## config.mk

```make
export PLATFORM = sky130hd
export DESIGN_NAME = err_capture_unit
export DESIGN_NICKNAME = d
export VERILOG_FILES = /design/src/rtl/err_capture_unit.sv
export SDC_FILE = /design/constraint.sdc
export NUM_CORES = 1
export LEC_CHECK = 0
export ABC_CLOCK_PERIOD_IN_PS = 4200
export BUFFER_PORTS_ARGS = -buffer_cell sky130_fd_sc_hd__buf_2
export CAP_MARGIN = 20
export CORE_UTILIZATION = 50
export CTS_BUF_LIST = sky130_fd_sc_hd__clkbuf_16
export CTS_CLUSTER_DIAMETER = 80
export DETAILED_ROUTE_END_ITERATION = 8
export GPL_TIMING_DRIVEN = 0
export HOLD_SLACK_MARGIN = 0.12
export PLACE_DENSITY_LB_ADDON = 0.1
export SLEW_MARGIN = 5
export SYNTH_ARGS = -nofsm -noshare
export SYNTH_HDL_FRONTEND = slang
export SYNTH_SLANG_ARGS = --single-unit
```

## constraint.sdc

```tcl
create_clock -name clk -period 4.2 [get_ports clk]
set_clock_uncertainty 0.2 [all_clocks]
set_input_delay 0.63 -clock clk [delete_from_list [all_inputs] [get_ports clk]]
set_output_delay 0.63 -clock clk [all_outputs]
set_load 0.02 [all_outputs]
```

## src/rtl/err_capture_unit.sv

```systemverilog
module err_capture_unit (
  input  logic        clk,
  input  logic        rst_n,
  input  logic [31:0] evt_i,
  input  logic [23:0] evt_qid_i,
  input  logic [4:0]  evt_pnum_i,
  input  logic        evt_dcp_i,
  input  logic [3:0]  evt_memid_i,
  input  logic [11:0] evt_maddr_i,
  input  logic        req_i,
  input  logic        we_i,
  input  logic [2:0]  addr_i,
  input  logic [31:0] wdata_i,
  output logic [31:0] rdata_o,
  output logic        irq_o
);
  localparam logic [31:0] VALID_M  = 32'h3F83_0F1F;
  localparam logic [31:0] PORTAL_M = 32'h0003_0F0D;
  localparam logic [31:0] QUEUE_M  = 32'h0002_050F;
  localparam logic [31:0] MEM_M    = 32'h0300_0000;
  localparam logic [2:0]  A_STAT = 3'd0, A_EN = 3'd1, A_CAP = 3'd2,
                          A_INFO = 3'd3, A_ADDR = 3'd4;

  logic [31:0] st_q, en_q, cap_q;
  logic [23:0] qid_q;
  logic [4:0]  pnum_q;
  logic        ptype_q;
  logic [3:0]  memid_q;
  logic [11:0] maddr_q;

  wire        wr       = req_i & we_i;
  wire [31:0] evt      = evt_i & VALID_M;
  wire [31:0] st_clr   = (wr && addr_i == A_STAT) ? wdata_i : 32'h0;
  wire [31:0] cap_clr  = (wr && addr_i == A_CAP)  ? wdata_i : 32'h0;
  wire [31:0] cap_keep = cap_q & ~cap_clr;

  wire ld_portal = (|(evt & PORTAL_M)) && !(|(cap_keep & PORTAL_M));
  wire ld_queue  = (|(evt & QUEUE_M))  && !(|(cap_keep & QUEUE_M));
  wire ld_mem    = (|(evt & MEM_M))    && !(|(cap_keep & MEM_M));

  always_ff @(posedge clk) begin
    if (!rst_n) begin
      st_q    <= '0;
      en_q    <= '0;
      cap_q   <= '0;
      qid_q   <= '0;
      pnum_q  <= '0;
      ptype_q <= 1'b0;
      memid_q <= '0;
      maddr_q <= '0;
    end else begin
      st_q  <= (st_q & ~st_clr) | evt;
      cap_q <= cap_keep | evt;
      if (wr && addr_i == A_EN) en_q <= wdata_i & VALID_M;
      if (ld_portal) begin
        pnum_q  <= evt_pnum_i;
        ptype_q <= evt_dcp_i;
      end
      if (ld_queue) qid_q <= evt_qid_i;
      if (ld_mem) begin
        memid_q <= evt_memid_i;
        maddr_q <= evt_maddr_i;
      end
    end
  end

  always_comb begin
    case (addr_i)
      A_STAT:  rdata_o = st_q;
      A_EN:    rdata_o = en_q;
      A_CAP:   rdata_o = cap_q;
      A_INFO:  rdata_o = {2'b00, ptype_q, pnum_q, qid_q};
      A_ADDR:  rdata_o = {4'h0, memid_q, 12'h000, maddr_q};
      default: rdata_o = 32'h0;
    endcase
  end

  assign irq_o = |(st_q & en_q);
endmodule

```

== Word-level counts from Yosys, hierarchy flattened ==
Cells that the tools add are included.

* Register bits: 128
* Output and inout port bits: 33
* Logic and storage cells: 40

* Equal/unequal tests: 4
* Multiplexer cells: 3
* Bitwise operators: 8
* Reductions and logical operators: 17

{| class="wikitable"
|+ Operators with widths
! kind !! number
|-
| 32-bit one-hot mux with 5 select lines || 1
|-
| 32-bit bitwise AND || 2
|-
| 32-bit 2-to-1 mux || 2
|-
| 32-bit NOT || 2
|-
| 32-bit by 30-bit OR with 32-bit output || 2
|-
| 32-bit by 30-bit bitwise AND with 32-bit output || 1
|-
| 32-bit OR reduction || 1
|-
| 9-bit OR reduction || 2
|-
| 7-bit OR reduction || 2
|-
| 3-bit by 2-bit == test with 1-bit output, second input constant || 2
|-
| 1-bit logical AND || 6
|-
| 2-bit OR reduction || 2
|-
| 3-bit by 1-bit == test with 1-bit output, second input constant || 1
|-
| 3-bit == test, second input constant || 1
|-
| 1-bit logical NOT || 3
|-
| 3-bit logical NOT || 1
|-
| 1-bit bitwise AND || 1
|}

== Longest topological paths before layout ==
Gate-level depths: netlist of the first run.

* Depth after elaboration: 8
* Gate-level depth with buffers: 9
* Mapped depth without buffers: 5

== Worst setup path before layout of the first run ==
OpenSTA, ideal clock, no wires.

* Path type: input to output
* From: input port addr_i[1]
* To: output port rdata_o[30]
* Arrival: 2.025 ns
* Data required time: 3.370 ns
* Setup slack: 1.345 ns
* Cell stages on the path: 5
* Path through: buf_6 > clkbuf_1 > clkbuf_1 > mux2i_1 > nor3_1

* Cells in the longest elaborated chain, start to end: 2

{| class="wikitable"
|+ RTL lines
! item !! RTL line !! source
|-
| start: declaration || 12 || <nowiki>input logic [2:0] addr_i,</nowiki>
|-
| 3-bit == test, or another cell as far along || 68 || <nowiki>case (addr_i)</nowiki>
|-
| 32-bit one-hot mux with 5 select lines * || 68 ||
|-
| end: declaration || 14 || <nowiki>output logic [31:0] rdata_o,</nowiki>
|}

Every way passes the cells marked *; elsewhere a longest branch is shown, timed or not.

== Worst setup path after layout of the first run ==
* From: input port addr_i[1]
* To: output port rdata_o[11]

The elaborated chain is that of the path after synthesis.

==> results.sh, run 1 <==
export IMPL_crit_chain="buf_6, clkbuf_1, clkbuf_1, buf_1, o22ai_1, buf_2"
export IMPL_synthFlopType="dfxtp_1"
export IMPL_port_buffers=132
export IMPL_yosys_warnings=0
export IMPL_cts_sinks=128
export IMPL_syn_nets=783
export IMPL_clock_path_buffers=2
export IMPL_cts_buffers=17
export IMPL_cts_tree="built"
export IMPL_regToRegSetupSlack_ns=2.16
export IMPL_period_share_pct=87.1
export IMPL_worstRegToRegCells=5
export IMPL_setup_viol=0
export IMPL_finalSetupTns_ns=0
export IMPL_nets=934
export IMPL_drt_pass1_iterations=6
export IMPL_clk_pin_slew_ns=0.05
export IMPL_n_antenna_cell=0
export IMPL_ys_seq_area_share_pct=43.7
export IMPL_h_tree_depth=4
export IMPL_syn_mean_instance_area_um2=8.81
export IMPL_hold_class="primary input to register"
export IMPL_die_h_um=110
export IMPL_grt_pass1_wl_um=28100
export IMPL_synth_cell_types=37
export IMPL_routed_wl_um=18900
export IMPL_synth_most_common_cell="nand2_1"
export IMPL_path_common_cell="clkbuf_1"
export IMPL_initial_core_util_pct=51.4
export IMPL_die_w_um=110
export IMPL_max_stage_delay_ns=0.69
export IMPL_worstSetupPathType="primary input to output port"
export IMPL_finalWeightedCongestion=0.937
export IMPL_fmax_ghz=0.273
export IMPL_worst_slew_pin_slew_ns=0.822
export IMPL_worst_path_max_delay_cell="clkbuf_1"
export IMPL_hpwl_um=14000
export IMPL_slew_headroom_pct=45.2
export IMPL_grt_usage_pct=32.6
export IMPL_pin_count=150
export IMPL_via_per_inst=5.66
export IMPL_leakage_nw=3.01
export IMPL_drt_iter0_drc=519
export IMPL_slew_viol_final=0
export IMPL_p_per_area_nw_per_um2=438
export IMPL_synth_top_area_share_pct=43.7
export IMPL_worst_setup_path_start_kind="primary input"
export IMPL_cts_resized=0
export IMPL_clock_root_buffer="clkbuf_16"
export IMPL_grt_max_degree=17
export IMPL_layout_cells_non_filler=973
export IMPL_synth_cells=666
export IMPL_hold_path_cell_count=2
export IMPL_antenna_found_initial=0
export IMPL_die_area_um2=12200
export IMPL_min_from="wdata_i[31]"
export IMPL_ant_nets=0
export IMPL_arrival_ns=2.83
export IMPL_gr_total_overflow=0
export IMPL_netlist_top_cell_by_area="dfxtp_1"
export IMPL_num_rows=39
export IMPL_syn_area_um2=5870
export IMPL_grt_pass1_vias=5344
export IMPL_r2r_end="qid_q[22]"
export IMPL_clk_latency_ns=0.43
export IMPL_area_growth_pct=25.0
export IMPL_synthTopCellsByArea="dfxtp_1 44%, nand2_1 9.6%, mux2i_1 8.7%"
export IMPL_hold_viol_final=0
export IMPL_crit_required_ns=3.37
export IMPL_hold_buffers=0
export IMPL_dpl_cell_count=941
export IMPL_drive_above_1_share_pct=24.2
export IMPL_status="finished clean"
export IMPL_synthArstFlopShare_pct=0
export IMPL_peakVddDrop_mv=0.365
export IMPL_maxCapViolCount=0
export IMPL_synth_edff_count=0
export IMPL_drcViolationCount=0
export IMPL_hold_path_end="st_q[31]"
export IMPL_rsz0062_at_grt="false"
export IMPL_endpoint_kind="output port"
export IMPL_num_vias=5509
export IMPL_period_minus_slack_ns=3.66
export IMPL_cp_max_fo=10
export IMPL_post_cts_buffers=0
export IMPL_wire_per_inst_um=19.4
export IMPL_synth_common_cells="150 x nand2_1, 128 x dfxtp_1, 55 x a21oi_1"
export IMPL_core_um2=11400
export IMPL_yosys_register_bits=128
export IMPL_r2r_start="cap_q[10]"
## metrics by stage
step           setup slack [ns]  hold slack (ns)  utilization [%]  total power [W]  cell area (um^2)
5_1_grt                   0.436            0.173             64.2          0.00331              7330
6_report                  0.541            0.181             64.2          0.00321              7330
3_3_place_gp              0.660            0.217             58.8          0.00165              6710
4_1_cts                   0.616            0.169             64.2          0.00322              7330
2_1_floorplan              1.34            0.210                -          0.00151              5870
3_5_place_dp              0.611            0.221             58.8          0.00165              6710
## flip-flops by register name, indices dropped and copies added (netlist names)
| register | flops |
|---|---|
| memid_q | 4 |
| ptype_q | 1 |
| qid_q | 24 |
| maddr_q | 12 |
| cap_q | 32 |
| st_q | 32 |
| en_q | 18 |
| pnum_q | 5 |
## where the power goes
part | switching [W] | internal, W
sequential | 0.0000338 | 0.00126
combinational | 0.000199 | 0.000140
clock | 0.000538 | 0.00104
## layout by cell type (no fill, tap or decap), drive strengths merged, types with 5 or more instances in the layout
master,synthesis,layout
a22oi,38,38
dfxtp,128,128
mux2,22,22
a21oi,55,55
nor3,6,6
a21boi,28,28
nor2b,48,48
buf,10,142
clkbuf,39,56
o22ai,13,13
clkinv,0,6
nor2,16,16
inv,20,22
mux2i,51,51
bufinv,0,5
mux4,5,5
o31ai,9,9
nand2,150,150
## layer usage
layer  GRT usage (%)  share of wire [%]  vias up
met3            8.35                7.4       34
met5               0                  0        -
li1                -                  -     2612
met2            52.0                 47      227
met4            16.0                2.7        0
met1            40.9                 43     2636
## critical path: cells and delay by family
kind                   cells  cell delay, ns
buffers and inverters      5            2.04
AOI/OAI and AO/OA          1            0.15
## logic make-up (layout without fill, tap and decap cells)
group | count (synthesis) | after routing | synth area share [%]
AND/OR/NAND/NOR | 234 | 234 | 18.7
multiplexers | 78 | 78 | 14.8
buffers and inverters | 69 | 233 | 5.18
flip-flops | 128 | 128 | 43.7
AO/OA/AOI/OAI | 157 | 157 | 17.6
## worst max path at each step
stage | startpoint | end | cells after the start
floorplan | addr_i[1] | rdata_o[30] | 5
global placement | addr_i[1] | rdata_o[25] | 6
CTS | addr_i[1] | rdata_o[25] | 6
global route | addr_i[1] | rdata_o[11] | 6
finish | addr_i[1] | rdata_o[11] | 6
detailed placement | addr_i[1] | rdata_o[25] | 6
## cell type report
type | instances | area, um^2
buffer | 49 | 229
clock buffer | 17 | 425
clock inverter | 15 | 200
fill | 1036 | 4080
inverter | 20 | 75.1
multi-input combinational | 469 | 3000
sequential | 128 | 2560
tap | 143 | 179
timing repair buffer | 132 | 661
Note: power is estimated with default switching activity, not from simulation.
==> run 2, diff against run 1 <==
Settings changed: ABC_CLOCK_PERIOD_IN_PS 4200 to 3000, BUFFER_PORTS_ARGS -buffer_cell sky130_fd_sc_hd__buf_2 to not set, CORE_ASPECT_RATIO set to 0.6, DONT_BUFFER_PORTS set to 1.
Clock period 4.2 ns to 3 ns, I/O delays scaled along.
==> run 2 against run 1 <==
Effect of this change:
- via count increased by 1.3%
- worst hold slack lost 0.028 ns
- wire length up 11%
- critical path depth stayed put
- critical path type unchanged
==> results.sh, run 2 (same netlist as run 1, synthesis figures left out) <==
export IMPL_drt_iter0_drc=511
export IMPL_port_buffers=0
export IMPL_rsz0062_at_grt="false"
export IMPL_drive_above_1_share_pct=9.59
export IMPL_clock_root_buffer="clkbuf_16"
export IMPL_reg_top3="cap_q: 32 flops, st_q: 32 flops, qid_q: 24 flops"
export IMPL_pwr_share_seq_pct=39.5
export IMPL_maxCapViolCount=0
export IMPL_fmax_ghz=0.355
export IMPL_grt_pass1_wl_um=31300
export IMPL_switchingPower_w=0.00114
export IMPL_worst_slew_pin_slew_ns=0.811
export IMPL_via_per_inst=5.79
export IMPL_wire_per_inst_um=21.8
export IMPL_comb_power_share_pct=11.1
export IMPL_die_h_um=85.9
export IMPL_die_w_um=142
export IMPL_worst_setup_path_start_kind="primary input"
export IMPL_cts_buffers=17
export IMPL_grt_max_degree=17
export IMPL_arrival_ns=2.17
export IMPL_ant_nets=0
export IMPL_setup_viol=0
export IMPL_status="finished clean"
export IMPL_cts_sinks=128
export IMPL_peakVddDrop_mv=0.393
export IMPL_crit_required_ns=2.35
export IMPL_pin_count=150
export IMPL_crit_start="addr_i[1]"
export IMPL_die_area_um2=12200
export IMPL_final_util_pct=68.3
export IMPL_drt_pass1_iterations=5
export IMPL_clk_latency_ns=0.42
export IMPL_post_route_cell_area_um2=7770
export IMPL_clk_pin_slew_ns=0.06
export IMPL_leakage_nw=2.90
export IMPL_intPower_w=0.00347
export IMPL_n_antenna_cell=0
export IMPL_sw_frac_of_total_pct=24.7
export IMPL_min_from="wdata_i[11]"
export IMPL_finalWeightedCongestion=0.972
export IMPL_post_cts_buffers=0
export IMPL_num_vias=5580
export IMPL_hold_class="primary input to register"
export IMPL_r2r_start="cap_q[2]"
export IMPL_drcViolationCount=0
export IMPL_slew_viol_final=0
export IMPL_core_um2=11400
export IMPL_clock_path_buffers=2
export IMPL_routed_wl_um=21000
export IMPL_endpoint_kind="output port"
export IMPL_cp_max_fo=10
export IMPL_antenna_found_initial=0
export IMPL_hold_viol_final=0
export IMPL_slew_headroom_pct=45.7
export IMPL_initial_core_util_pct=51.6
export IMPL_cts_tree="built"
export IMPL_nets=907
export IMPL_area_growth_pct=32.4
export IMPL_grt_pass1_vias=5421
export IMPL_grt_usage_pct=35.2
export IMPL_clkPwrFrac_pct=49.4
export IMPL_num_rows=30
export IMPL_hpwl_um=14500
export IMPL_h_tree_depth=4
export IMPL_final_common_cell="nand2_1"
export IMPL_gr_total_overflow=0
export IMPL_p_per_area_nw_per_um2=594
export IMPL_final_cell_mix="150 x nand2_1, 128 x dfxtp_1, 105 x dlygate4sd3_1"
export IMPL_period_share_pct=94.0
export IMPL_dpl_cell_area_um2=6070
export IMPL_period_minus_slack_ns=2.82
export IMPL_worstSetupPathType="primary input to output port"
run 2: cell count changes in the layout (fill, tap and decap cells not counted), moves of 2 or more:
cell / change
inv_6: +2
clkbuf_2: +5
buf_2: -132
clkbuf_1: -5
clkinv_2: -2
dlygate4sd3_1: +105
run 2: power by group through the flow:
stage	registers (W)	logic (W)	clock network [W]
4_1_cts	0.00182	0.000497	0.00228
3_3_place_gp	0.00185	0.000359	0
6_report	0.00182	0.000512	0.00228
2_1_floorplan	0.00183	0.000279	0
5_1_grt	0.00183	0.000542	0.00236
3_5_place_dp	0.00185	0.000367	0
run 2: final timing paths:
| kind | slack (ns) | depth (start not counted) | end |
|---|---|---|---|
| max | 0.18 | 6 | rdata_o[8] |
| min | 0.15 | 3 | cap_q[11] |
| max reg2reg | 0.89 | 5 | qid_q[7] |
| min reg2reg | 0.23 | 2 | cap_q[12] |
run 2: final cells by class:
class / instances / area, um^2
plain buffers: 49 / 235
clock buffers: 17 / 425
clock inverters: 15 / 216
fillers: 916 / 3600
inverters: 20 / 75.1
multi-input cells: 469 / 3010
flip-flops and latches: 128 / 2560
well taps: 160 / 200
repair buffers: 105 / 1050
run 2: metal layers:
metal	GRT usage [%]	share of wire, %
met1	48.3	45
met3	11.1	11
met5	0	0
met4	10.9	1.2
met2	52.5	43
run 2: what timing repair did:
action                                  in CTS  in global routing
hold buffers                               105                  0
endpoints found under the hold margin      128                  0
endpoints found under the setup margin      13                 12
resized for setup                            3                  5
run 2: critical path, cell delays in order:
cell	delay, ns
buf_6	0.13
clkbuf_2	0.26
nor2_1	0.29
clkbuf_2	0.36
a22oi_1	0.16
o22ai_1	0.51
run 2: metrics by stage:
stage | power, W | setup slack (ns) | setup TNS [ns] | cells | hold slack, ns
after floorplan | 0.00211 | 0.505 | 0 | 666 | 0.210
after global placement | 0.00221 | -0.117 | -0.936 | 826 | 0.217
after detailed placement | 0.00222 | -0.113 | -1.84 | 826 | 0.220
after CTS | 0.00459 | 0.0277 | 0 | 963 | 0.144
after global routing | 0.00473 | 0.115 | 0 | 963 | 0.194
final | 0.00461 | 0.181 | 0 | 963 | 0.152
